### src/rtl/scan_dp_pkg.sv
package scan_dp_pkg;
    localparam int DP_WIDTH = 16;
    localparam int DP_STAGES = 4;

    // Which leg of the second-stage multiplexer carries the chain.
    typedef enum logic {
        LEG_LOW  = 1'b0,
        LEG_HIGH = 1'b1
    } chain_leg_e;
endpackage

### src/rtl/scan_link_mux.sv
// Reuses an existing two-input multiplexer as a shift link.
module scan_link_mux #(
    parameter int WIDTH = 16,
    parameter scan_dp_pkg::chain_leg_e LEG = scan_dp_pkg::LEG_HIGH
) (
    input  logic             scan_en,
    input  logic             func_sel,
    input  logic             func_ld,
    input  logic [WIDTH-1:0] leg0,
    input  logic [WIDTH-1:0] leg1,
    output logic [WIDTH-1:0] d_out,
    output logic             ld_out
);
    logic sel_eff;

    generate
        if (LEG == scan_dp_pkg::LEG_HIGH) begin : g_force_high
            always_comb sel_eff = func_sel | scan_en;
        end else begin : g_force_low
            always_comb sel_eff = func_sel & ~scan_en;
        end
    endgenerate

    always_comb begin
        ld_out = func_ld | scan_en;
        d_out  = sel_eff ? leg1 : leg0;
    end
endmodule

### src/rtl/scan_link_direct.sv
// Existing direct connection: only the load is forced.
module scan_link_direct #(
    parameter int WIDTH = 16
) (
    input  logic             scan_en,
    input  logic             func_ld,
    input  logic [WIDTH-1:0] src,
    output logic [WIDTH-1:0] d_out,
    output logic             ld_out
);
    always_comb begin
        ld_out = func_ld | scan_en;
        d_out  = src;
    end
endmodule

### src/rtl/scan_link_testmux.sv
// No usable path: a dedicated test multiplexer in front of the register.
module scan_link_testmux #(
    parameter int WIDTH = 16
) (
    input  logic             scan_en,
    input  logic             func_ld,
    input  logic [WIDTH-1:0] func_d,
    input  logic [WIDTH-1:0] chain_d,
    output logic [WIDTH-1:0] d_out,
    output logic             ld_out
);
    always_comb begin
        ld_out = func_ld | scan_en;
        d_out  = scan_en ? chain_d : func_d;
    end
endmodule

### src/rtl/scan_datapath.sv
module scan_datapath #(
    parameter int WIDTH = scan_dp_pkg::DP_WIDTH,
    parameter scan_dp_pkg::chain_leg_e R2_LEG = scan_dp_pkg::LEG_HIGH
) (
    input  logic             clk,
    input  logic             rst_n,
    input  logic             scan_en,
    input  logic [WIDTH-1:0] scan_in,
    input  logic [WIDTH-1:0] din_a,
    input  logic [WIDTH-1:0] din_b,
    input  logic [3:0]       load_req,
    input  logic             sel_r2,
    output logic [WIDTH-1:0] dout,
    output logic [WIDTH-1:0] scan_out
);
    localparam int NSTG = scan_dp_pkg::DP_STAGES;

    typedef struct packed {
        logic [WIDTH-1:0] r1;
        logic [WIDTH-1:0] r2;
        logic [WIDTH-1:0] r3;
        logic [WIDTH-1:0] r4;
    } state_t;

    state_t state_d, state_q;

    logic [WIDTH-1:0] link_d  [NSTG];
    logic [NSTG-1:0]  link_ld;
    logic [WIDTH-1:0] r2_leg0, r2_leg1;
    logic [WIDTH-1:0] sum_r2_r3;

    // Place the previous register on the chosen leg, din_b on the other.
    generate
        if (R2_LEG == scan_dp_pkg::LEG_HIGH) begin : g_leg_hi
            always_comb begin
                r2_leg1 = state_q.r1;
                r2_leg0 = din_b;
            end
        end else begin : g_leg_lo
            always_comb begin
                r2_leg0 = state_q.r1;
                r2_leg1 = din_b;
            end
        end
    endgenerate

    always_comb sum_r2_r3 = state_q.r2 + state_q.r3;

    scan_link_testmux #(.WIDTH(WIDTH)) u_link1 (
        .scan_en (scan_en),
        .func_ld (load_req[0]),
        .func_d  (din_a),
        .chain_d (scan_in),
        .d_out   (link_d[0]),
        .ld_out  (link_ld[0])
    );

    scan_link_mux #(.WIDTH(WIDTH), .LEG(R2_LEG)) u_link2 (
        .scan_en  (scan_en),
        .func_sel (sel_r2),
        .func_ld  (load_req[1]),
        .leg0     (r2_leg0),
        .leg1     (r2_leg1),
        .d_out    (link_d[1]),
        .ld_out   (link_ld[1])
    );

    scan_link_direct #(.WIDTH(WIDTH)) u_link3 (
        .scan_en (scan_en),
        .func_ld (load_req[2]),
        .src     (state_q.r2),
        .d_out   (link_d[2]),
        .ld_out  (link_ld[2])
    );

    scan_link_testmux #(.WIDTH(WIDTH)) u_link4 (
        .scan_en (scan_en),
        .func_ld (load_req[3]),
        .func_d  (sum_r2_r3),
        .chain_d (state_q.r3),
        .d_out   (link_d[3]),
        .ld_out  (link_ld[3])
    );

    always_comb begin
        state_d = state_q;
        if (link_ld[0]) state_d.r1 = link_d[0];
        if (link_ld[1]) state_d.r2 = link_d[1];
        if (link_ld[2]) state_d.r3 = link_d[2];
        if (link_ld[3]) state_d.r4 = link_d[3];
    end

    always_ff @(posedge clk or negedge rst_n) begin
        if (!rst_n) state_q <= '0;
        else        state_q <= state_d;
    end

    assign dout     = state_q.r4;
    assign scan_out = state_q.r4;

    // Shift-mode links, checked register to register across the edge.
    a_r2_first_takes_scan_in: assert property (@(posedge clk) disable iff (!rst_n)
        scan_en |=> state_q.r1 == $past(scan_in));
    a_r3_mux_link_shifts: assert property (@(posedge clk) disable iff (!rst_n)
        scan_en |=> state_q.r2 == $past(state_q.r1));
    a_r4_direct_link_shifts: assert property (@(posedge clk) disable iff (!rst_n)
        scan_en |=> state_q.r3 == $past(state_q.r2));
    a_r5_testmux_link_shifts: assert property (@(posedge clk) disable iff (!rst_n)
        scan_en |=> state_q.r4 == $past(state_q.r3));
    a_r10_third_holds: assert property (@(posedge clk) disable iff (!rst_n)
        (!scan_en && !load_req[2]) |=> $stable(state_q.r3));
    a_r9_sum_loads: assert property (@(posedge clk) disable iff (!rst_n)
        (!scan_en && load_req[3]) |=>
            state_q.r4 == WIDTH'($past(state_q.r2) + $past(state_q.r3)));
endmodule

### config.mk
export PLATFORM = sky130hd
export DESIGN_NAME = scan_datapath
export DESIGN_NICKNAME = d
export VERILOG_FILES = /design/src/rtl/scan_dp_pkg.sv /design/src/rtl/scan_link_mux.sv /design/src/rtl/scan_link_direct.sv /design/src/rtl/scan_link_testmux.sv /design/src/rtl/scan_datapath.sv
export SDC_FILE = /design/constraint.sdc
export NUM_CORES = 1
export LEC_CHECK = 0
export ABC_AREA = 1
export CELL_PAD_IN_SITES_DETAIL_PLACEMENT = 1
export CELL_PAD_IN_SITES_GLOBAL_PLACEMENT = 2
export CORE_ASPECT_RATIO = 0.8
export CORE_MARGIN = 3
export CORE_UTILIZATION = 32
export CTS_BUF_LIST = sky130_fd_sc_hd__clkbuf_4
export DETAILED_ROUTE_END_ITERATION = 6
export GPL_ROUTABILITY_DRIVEN = 0
export GPL_TIMING_DRIVEN = 0
export PLACE_DENSITY = 0.95
export SETUP_SLACK_MARGIN = 0.05
export SYNTH_ARGS = -nofsm -noshare
export SYNTH_HDL_FRONTEND = slang
export SYNTH_SLANG_ARGS = --single-unit
### constraint.sdc
create_clock -name clk -period 4.65 [get_ports clk]
set_input_delay 1.395 -clock clk [delete_from_list [all_inputs] [get_ports clk]]
set_output_delay 1.395 -clock clk [all_outputs]
set_load 0.01 [all_outputs]
=== After elaboration in Yosys (flattened, before gate mapping) ===
Index checks and enable logic that the tools add are counted.

* Register bits after elaboration: 64
* Input port bits: 56
* Output and inout port bits: 32
* Word-level logic and storage cells: 13

* $add $sub $neg: 1
* Mux-type cells: 3
* Bitwise operators: 5

{| class="wikitable"
|+ Operators with widths
! kind !! number
|-
| two-way mux 16 bit || 3
|-
| adder 16 bit || 1
|-
| bitwise OR 1 bit || 5
|}

=== Longest topological paths before layout ===
Gate-level depths: netlist (run 1).

* Word-level depth: 2
* Depth in mapped cells: 11
* Mapped depth without buffers: 11

=== Hierarchy ===
Synthesis (run 1) repeated with hierarchy kept, for this count alone.

* Cells, all modules: 522
* Area, all modules: 4414.2 um^2

{| class="wikitable"
|+ By module, submodules not included
! module !! times used !! cells each !! area an instance (um^2) !! seq. area each (um^2)
|-
| scan_datapath || 1 || 344 || 3543.4 || 1601.5
|-
| scan_link_testmux || 2 || 53 || 250.2 || 0.0
|-
| scan_link_mux || 1 || 53 || 239.0 || 0.0
|-
| scan_link_direct || 1 || 19 || 131.4 || 0.0
|}

=== Worst setup path after synthesis (run 1) ===
OpenSTA, ideal clock, no wires.

* Kind: input to register
* From: in scan_en
* To: reg state_q[43] (netlist name)
* Library setup time: 0.126 ns
* Arrival: 2.003 ns
* Data required time: 4.524 ns
* Slack: 2.521 ns
* Stages: 5
* Buffers on the path: 2
* Cell sequence: or2_1 > buf_2 > buf_6 > o21ai_0 > o22ai_1

* Word-level cells in the longest chain between the ends: 2
* Elaborated cells on any way between the ends: 3
* Those cells by class: mux: 1; bitwise: 2

{| class="wikitable"
|+ RTL lines
! item !! line !! RTL
|-
| from (decl) || scan_datapath.sv:7 || <nowiki>input logic scan_en,</nowiki>
|-
| bitwise OR 1 bit || scan_link_mux.sv:18 || <nowiki>always_comb sel_eff = func_sel | scan_en;</nowiki>
|-
| two-way mux 16 bit || scan_link_mux.sv:26 || <nowiki>d_out = sel_eff ? leg1 : leg0;</nowiki>
|-
| to (signal assigned) || scan_datapath.sv:95 || <nowiki>else state_q <= state_d;</nowiki>
|-
| to (decl) || scan_datapath.sv:25 || <nowiki>state_t state_d, state_q;</nowiki>
|}

Parallel ways exist; a longest one is shown, timed or not.
A chain may end at the register's enable or synchronous reset.

=== Final worst setup path (run 1) ===
* From: reg state_q, in the netlist dout[10]
* To: out dout[10]

{| class="wikitable"
|+ RTL lines
! item !! line !! RTL
|-
| to (decl) || scan_datapath.sv:13 || <nowiki>output logic [WIDTH-1:0] dout,</nowiki>
|}

No word-level cell between the ends.

==> qor.txt, run 1 <==
Gate Count Post-Synth: 511
Worst Setup End Kind: output port
Final hold violations: 0
Vias per inst: 4.66
Final worst setup slack: 1.78 ns
Syn_area_per_cell: 7.64 sq um
CTS tree: built
DR WL/cell: 14.3 um
Clock sink count: 64
Post-DP HPWL: 9.07 mm
Hold_buf cts: 0
Power after layout: 0.00187 W
IO Pins: 88
Placed cells: 748
Final Max Slew Viols: 0
Sequential share of the synthesized area: 41.0%
Status: complete, no violations
Arr. time, crit path: 1.47 ns
Worst setup SP type: register
First-pass GRT wire length: 18.1 mm
PD cells: 363 nW/um^2
Fillers: 1,455
H-tree Lvls: 3
Place WS: 1.84 ns
Die X: 129 um
Final layout net count: 683
Setup TNS: 0 ns
Initial antenna violation count: 0
Initial DRC count: 112
Diodes inserted: 0
Routed vias: 3,562
CTS Buf Count: 9
Vias in the first global route: 3,713
Post-synth EDFFs: 0
Clk root buf: clkbuf_4
Core box area: 11,700 sq um
Area grow syn2layout: 32.3%
Slew headroom: 75.1%
Starting Density: 33.4%
Detailed-route DRC error count: 0
Syn Nets: 583
Peak supply drop: 119 uV
# setup viols final: 0
Hold Crit Class: reg2reg
Period utilisation layout: 61.7%
R2R Setup Slk: 2.75 ns
Flops & latches, synth: 64
RSZ-0062 raised after global routing: false
Critical path class: reg2out
GRT Total Usage: 16.5%
Worst-path clk slew: 0.12 ns
Largest net degree at the start of global routing: 27
Mapped Area: 3900 sq um
Die Y: 105 um
Leakage: 2.55 nW
Yosys Warn Count: 0
Clk_skew: 0.0196 ns
Crit-path max FO: 3
# port buffers: 87
Final WL: 10.9 mm
CP required: 3.25 ns
Tightest hold margin: 0.510 ns
MaxCap Viol Count: 0
Share of cells above drive strength 1: 13.5%
Max clock buf depth: 2
Grt ovf: 0
Buffer count from post-CTS setup fixing: 0
Antenna violation net count after detailed routing: 0
Drt first pass iters: 4
Die area: 13,600 sq um
Fmax: 348 MHz
Slew @ Worst Pin: 0.373 ns
Clk_lat worst skew: 0.42 ns
Synth unique cells: 28
Min Clock Period, post-route: 2.87 ns
Synth Flop Type: dfrtp_1
Final Instance Count excl. Fillers: 764
Post-synthesis async set-or-reset flop share: 100%
Resized cells post-CTS: 0
Rows: 35
[kinds of logic after synthesis]
kind of cell             synth area share (%)
AND/OR/NAND/NOR                          26.7
buffers and inverters                    14.9
AO/OA/AOI/OAI                            11.4
flip-flops                               41.0
adder cells (fa/ha/maj)                  5.32
XOR/XNOR                                0.673
[state kept, by name, summed over array words and instances (netlist names)]
name     cells
dout        16
r2_leg1     16
state_q     32
[Yosys cell counts, types with 2 or more instances]
| cell | number | area, sq um |
|---|---|---|
| nor3_1 | 2 | 10.0 |
| nand3_2 | 2 | 20.0 |
| xnor2_1 | 2 | 17.5 |
| nand3_1 | 36 | 180 |
| inv_2 | 2 | 7.51 |
| dfrtp_1 | 64 | 1600 |
| nor2_4 | 6 | 67.6 |
| nand3b_1 | 2 | 15.0 |
| inv_1 | 57 | 214 |
| buf_6 | 5 | 56.3 |
| nand2_2 | 3 | 18.8 |
| buf_4 | 33 | 248 |
| nand2_1 | 161 | 604 |
| ha_1 | 15 | 188 |
| buf_2 | 11 | 55.1 |
| a21oi_1 | 11 | 55.1 |
| a22oi_1 | 11 | 82.6 |
| o21ai_0 | 17 | 85.1 |
| o21ai_1 | 20 | 100 |
| o22ai_1 | 16 | 100 |
| nor2_1 | 28 | 105 |
[per-layer routing]
metal / up-vias / share of wire, % / GRT usage (%)
met5: - / 0 / 0
met2: 88 / 46 / 26.8
li1: 1815 / - / -
met1: 1650 / 47 / 22.4
met4: 0 / 0.78 / 3.19
met3: 9 / 6.6 / 4.24
[power by group]
part	internal, W	switching (W)
registers	0.000638	0.0000726
clock network	0.000218	0.000226
logic	0.000371	0.000350
total	0.00123	0.000648
[final cells by class]
| class | instances | area, sq um | share of cell area, % |
|---|---|---|---|
| tap | 148 | 185 | 3.59 |
| clock buffer | 9 | 67.6 | 1.31 |
| clock inverter | 7 | 95.1 | 1.84 |
| inverter | 59 | 221 | 4.29 |
| buffer | 49 | 359 | 6.95 |
| multi-input combinational | 339 | 1720 | 33.3 |
| timing repair buffer | 89 | 913 | 17.7 |
| sequential | 64 | 1600 | 31.0 |
[worst paths after layout]
kind / start / end / cells after the start
max: dout[10] / dout[10] / 2
max reg2reg: state_q[16] / dout[10] / 10
min: r2_leg1[0] / r2_leg1[0] / 2
min in group asynchronous: rst_n / dout[11] / 1
max in group asynchronous: rst_n / state_q[41] / 3
min reg2reg: r2_leg1[0] / r2_leg1[0] / 2
[stage by stage]
stage	instance area (sq um)	utilization [%]
finish	5160	44.2
global route	5160	44.2
CTS	5160	44.2
detailed placement	5000	42.8
global placement	4960	42.4
floorplan	3900	-
[cells in the final DEF (no fill, tap or decap)]
cell / n
nand3_1: 36
inv_2: 2
clkbuf_4: 9
bufinv_16: 2
clkinv_1: 1
inv_6: 1
buf_4: 33
or2_1: 1
nor2_4: 6
o22ai_1: 16
o21ai_0: 17
fa_1: 1
dfrtp_1: 64
xor2_1: 1
o21ai_2: 1
nand4_1: 1
buf_2: 12
buf_16: 1
a21oi_1: 11
buf_6: 5
nand2_2: 3
o21ai_1: 20
clkinvlp_4: 3
nor3_1: 2
o211ai_2: 1
buf_12: 1
nand2_1: 161
inv_1: 57
nor2_1: 28
a22oi_1: 11
nand3b_1: 2
ha_1: 15
nor3_2: 1
xnor2_1: 2
nand3_2: 2
clkdlybuf4s50_1: 86
[critical path: stages, from the launching register on]
cell	delay (ns)
dfrtp_1	0.42
buf_4	0.12
clkdlybuf4s50_1	0.52
No activity file was read; power rests on OpenSTA's default activity.
==> run 2: changes to the inputs <==
- CORE_UTILIZATION: 32 -> 29
- PLACE_DENSITY: 0.95 -> 0.88
- clock period: 4.65 -> 2.81 ns (I/O delays scaled with it)
==> run 2 against run 1 <==
  * Clock power grew 71%
  * Cell area is essentially flat
  * Worst setup slack lost 1.3 ns
  * Sequential power grew 66%
  * Die area grew 9.8%
  * Sequential share of layout area is essentially flat
  * Non-clock buffer count shrank 2
  * Total power grew 66%
  * Routed wire length shrank 1.6%
  * Combinational power grew 64%
  * Flip-flop and latch count is the same
==> qor.txt, run 2 (synthesized netlist as in run 1, its figures left out) <==
Status: complete, no violations
Final hold violations: 0 (unchanged)
Starting Density: 30.0% (-3.4 points)
Fmax: 428 MHz
Clk root buf: clkbuf_4
Final Max Slew Viols: 0 (unchanged)
Met2 usage: 25.7% (-1.1 points)
Number of flip-flops in the largest register: 32 (unchanged)
Setup crit end: dout[15]
GR Layer Usage met1: 20.5% (-1.9 points)
Met3 usage: 4.25% (+0.013 points)
Post-DP HPWL: 8.77 mm (-3.2%)
Highest-count cells in the layout ignoring fill and taps: 161 x nand2_1, 86 x clkdlybuf4s50_1, 64 x dfrtp_1
Die area: 14,900 sq um (+9.8%)
Antenna violation net count after detailed routing: 0 (unchanged)
Largest net degree at the start of global routing: 65 (+140%)
Crit-path max FO: 3 (unchanged)
Share of cells above drive strength 1: 13.4% (-0.12 points)
Worst r2r path cells: 10 (unchanged)
IO Pins: 88 (unchanged)
Final Instance Area: 5160 sq um (about the same)
Power after layout: 0.00312 W (+66%)
# port buffers: 87 (unchanged)
Worst R2R Start: state_q[16]
Resized cells post-CTS: 0 (unchanged)
Reg-to-reg critical path endpoint: dout[14]
Fin util: 39.7% (-4.5 points)
Final WL: 10.7 mm (-1.6%)
Share of total power in the clock network: 24.4% (+0.7 points)
Worst setup SP type: register
Max clock buf depth: 2 (unchanged)
Worst-path clk slew: 0.12 ns (about the same)
Initial antenna violation count: 0 (unchanged)
Die X: 136 um (+4.8%)
Fillers: 1,582 (+8.7%)
Final layout net count: 681 (-0.29%)
CTS Buf Count: 9 (unchanged)
MaxCap Viol Count: 0 (unchanged)
Leakage: 2.54 nW (-0.40%)
Most common cell after layout, fill and taps aside: nand2_1
GRT Total Usage: 15.6% (-0.96 points)
DR WL/cell: 13.6 um (-4.7%)
R2R Setup Slk: 0.85 ns (-1.90 ns)
CTS tree: built
Period utilisation layout: 83.1%
Slew headroom: 46.8% (-28 points)
Worst Setup End Kind: output port
Vias in the first global route: 3,782 (+1.9%)
GRT busiest layer: met2
Initial DRC count: 92 (-18%)
Setup TNS: 0 ns (unchanged)
RSZ-0062 raised after global routing: false
CP required: 1.97 ns (-1.28 ns)
First-pass GRT wire length: 18.5 mm (+2.2%)
Final worst setup slack: 0.476 ns (-1.30 ns)
Clk_skew: 0.0122 ns (-0.00742 ns)
Die Y: 110 um (+4.8%)
Comb power frac: 37.8% (-0.6 points)
Vias per inst: 4.49 (-3.7%)
Place WS: 0.544 ns (-1.30 ns)
Biggest register: state_q
Min Clock Period, post-route: 2.33 ns
Detailed-route DRC error count: 0 (unchanged)
Slew @ Worst Pin: 0.798 ns (+0.425 ns)
H-tree Lvls: 3 (unchanged)
Switching fraction of total power: 34.8% (+0.20 points)
Core box area: 13,000 sq um (+11%)
Peak supply drop: 188 uV (+58%)
Hold_buf cts: 0 (unchanged)
PD cells: 604 nW/um^2 (+66%)
# setup viols final: 0 (unchanged)
Hold Crit Class: in2async
Diodes inserted: 0 (unchanged)
Area grow syn2layout: 32.2% (about the same)
Internal power: 0.00203 W (+66%)
Critical path class: reg2out
Drt first pass iters: 4 (unchanged)
Flop pwr share: 37.8% (about the same)
Clk_lat worst skew: 0.43 ns (about the same)
Rows: 37 (+5.7%)
Arr. time, crit path: 1.49 ns (+0.02 ns)
Grt ovf: 0 (unchanged)
Area post-placement: 4990 sq um (-0.23%)
Setup crit start: dout[15]
NetSw: 0.00108 W (+67%)
Clock sink count: 64 (unchanged)
Routed vias: 3,541 (-0.59%)
Buffer count from post-CTS setup fixing: 0 (unchanged)
[run 2: cell count changes in the layout (fill, tap and decap cells not counted), sizes merged]
cell / previous run / this run
buf: 52 / 50
clkinv: 1 / 2
clkinvlp: 3 / 1
inv: 60 / 61
[run 2: power by group through the flow]
stage / combinational (W) / sequential [W] / clock, W
final: 0.00118 / 0.00118 / 0.000759
after CTS: 0.00120 / 0.00118 / 0.000780
after global placement: 0.00115 / 0.00119 / 0
after floorplan: 0.000742 / 0.00115 / 0
after global routing: 0.00133 / 0.00120 / 0.000819
after detailed placement: 0.00119 / 0.00120 / 0
[run 2: worst min path at each step]
stage                        endpoint  cells after the start  slack, ns   startpoint
after CTS                    dout[11]                      1       0.49        rst_n
after detailed placement  r2_leg1[11]                      2       0.49  r2_leg1[11]
after floorplan            r2_leg1[0]                      2       0.46   r2_leg1[0]
after global routing         dout[13]                      1       0.51        rst_n
after global placement     r2_leg1[3]                      2       0.49   r2_leg1[3]
final                        dout[11]                      1       0.48        rst_n
[run 2: final cells by class]
cell class / instances / area (sq um) / share of cell area, %
timing repair buffer: 87 / 868 / 16.8
clock buffer: 9 / 67.6 / 1.31
inverter: 59 / 221 / 4.29
sequential: 64 / 1600 / 31.0
multi-input combinational: 339 / 1720 / 33.4
clock inverter: 7 / 103 / 1.99
buffer: 49 / 359 / 6.96
tap: 175 / 219 / 4.24
[run 2: critical path, stage by stage, from the launching register on]
cell and delay (ns):
dfrtp_1 0.43, buf_4 0.13, clkdlybuf4s50_1 0.52
[run 2: per-layer routing]
layer  vias to the layer above  part of all wire [%]
met3                        13                   5.1
met5                         -                     0
met4                         0                   1.2
met2                        78                    45
li1                       1809                     -
met1                      1641                    48
[run 2: metrics by stage]
| stage | instances | hold WS, ns |
|---|---|---|
| 6_report | 789 | 0.476 |
| 5_1_grt | 789 | 0.514 |
| 4_1_cts | 789 | 0.494 |
| 3_5_place_dp | 773 | 0.489 |
| 3_3_place_gp | 773 | 0.486 |
| 2_1_floorplan | 511 | 0.460 |
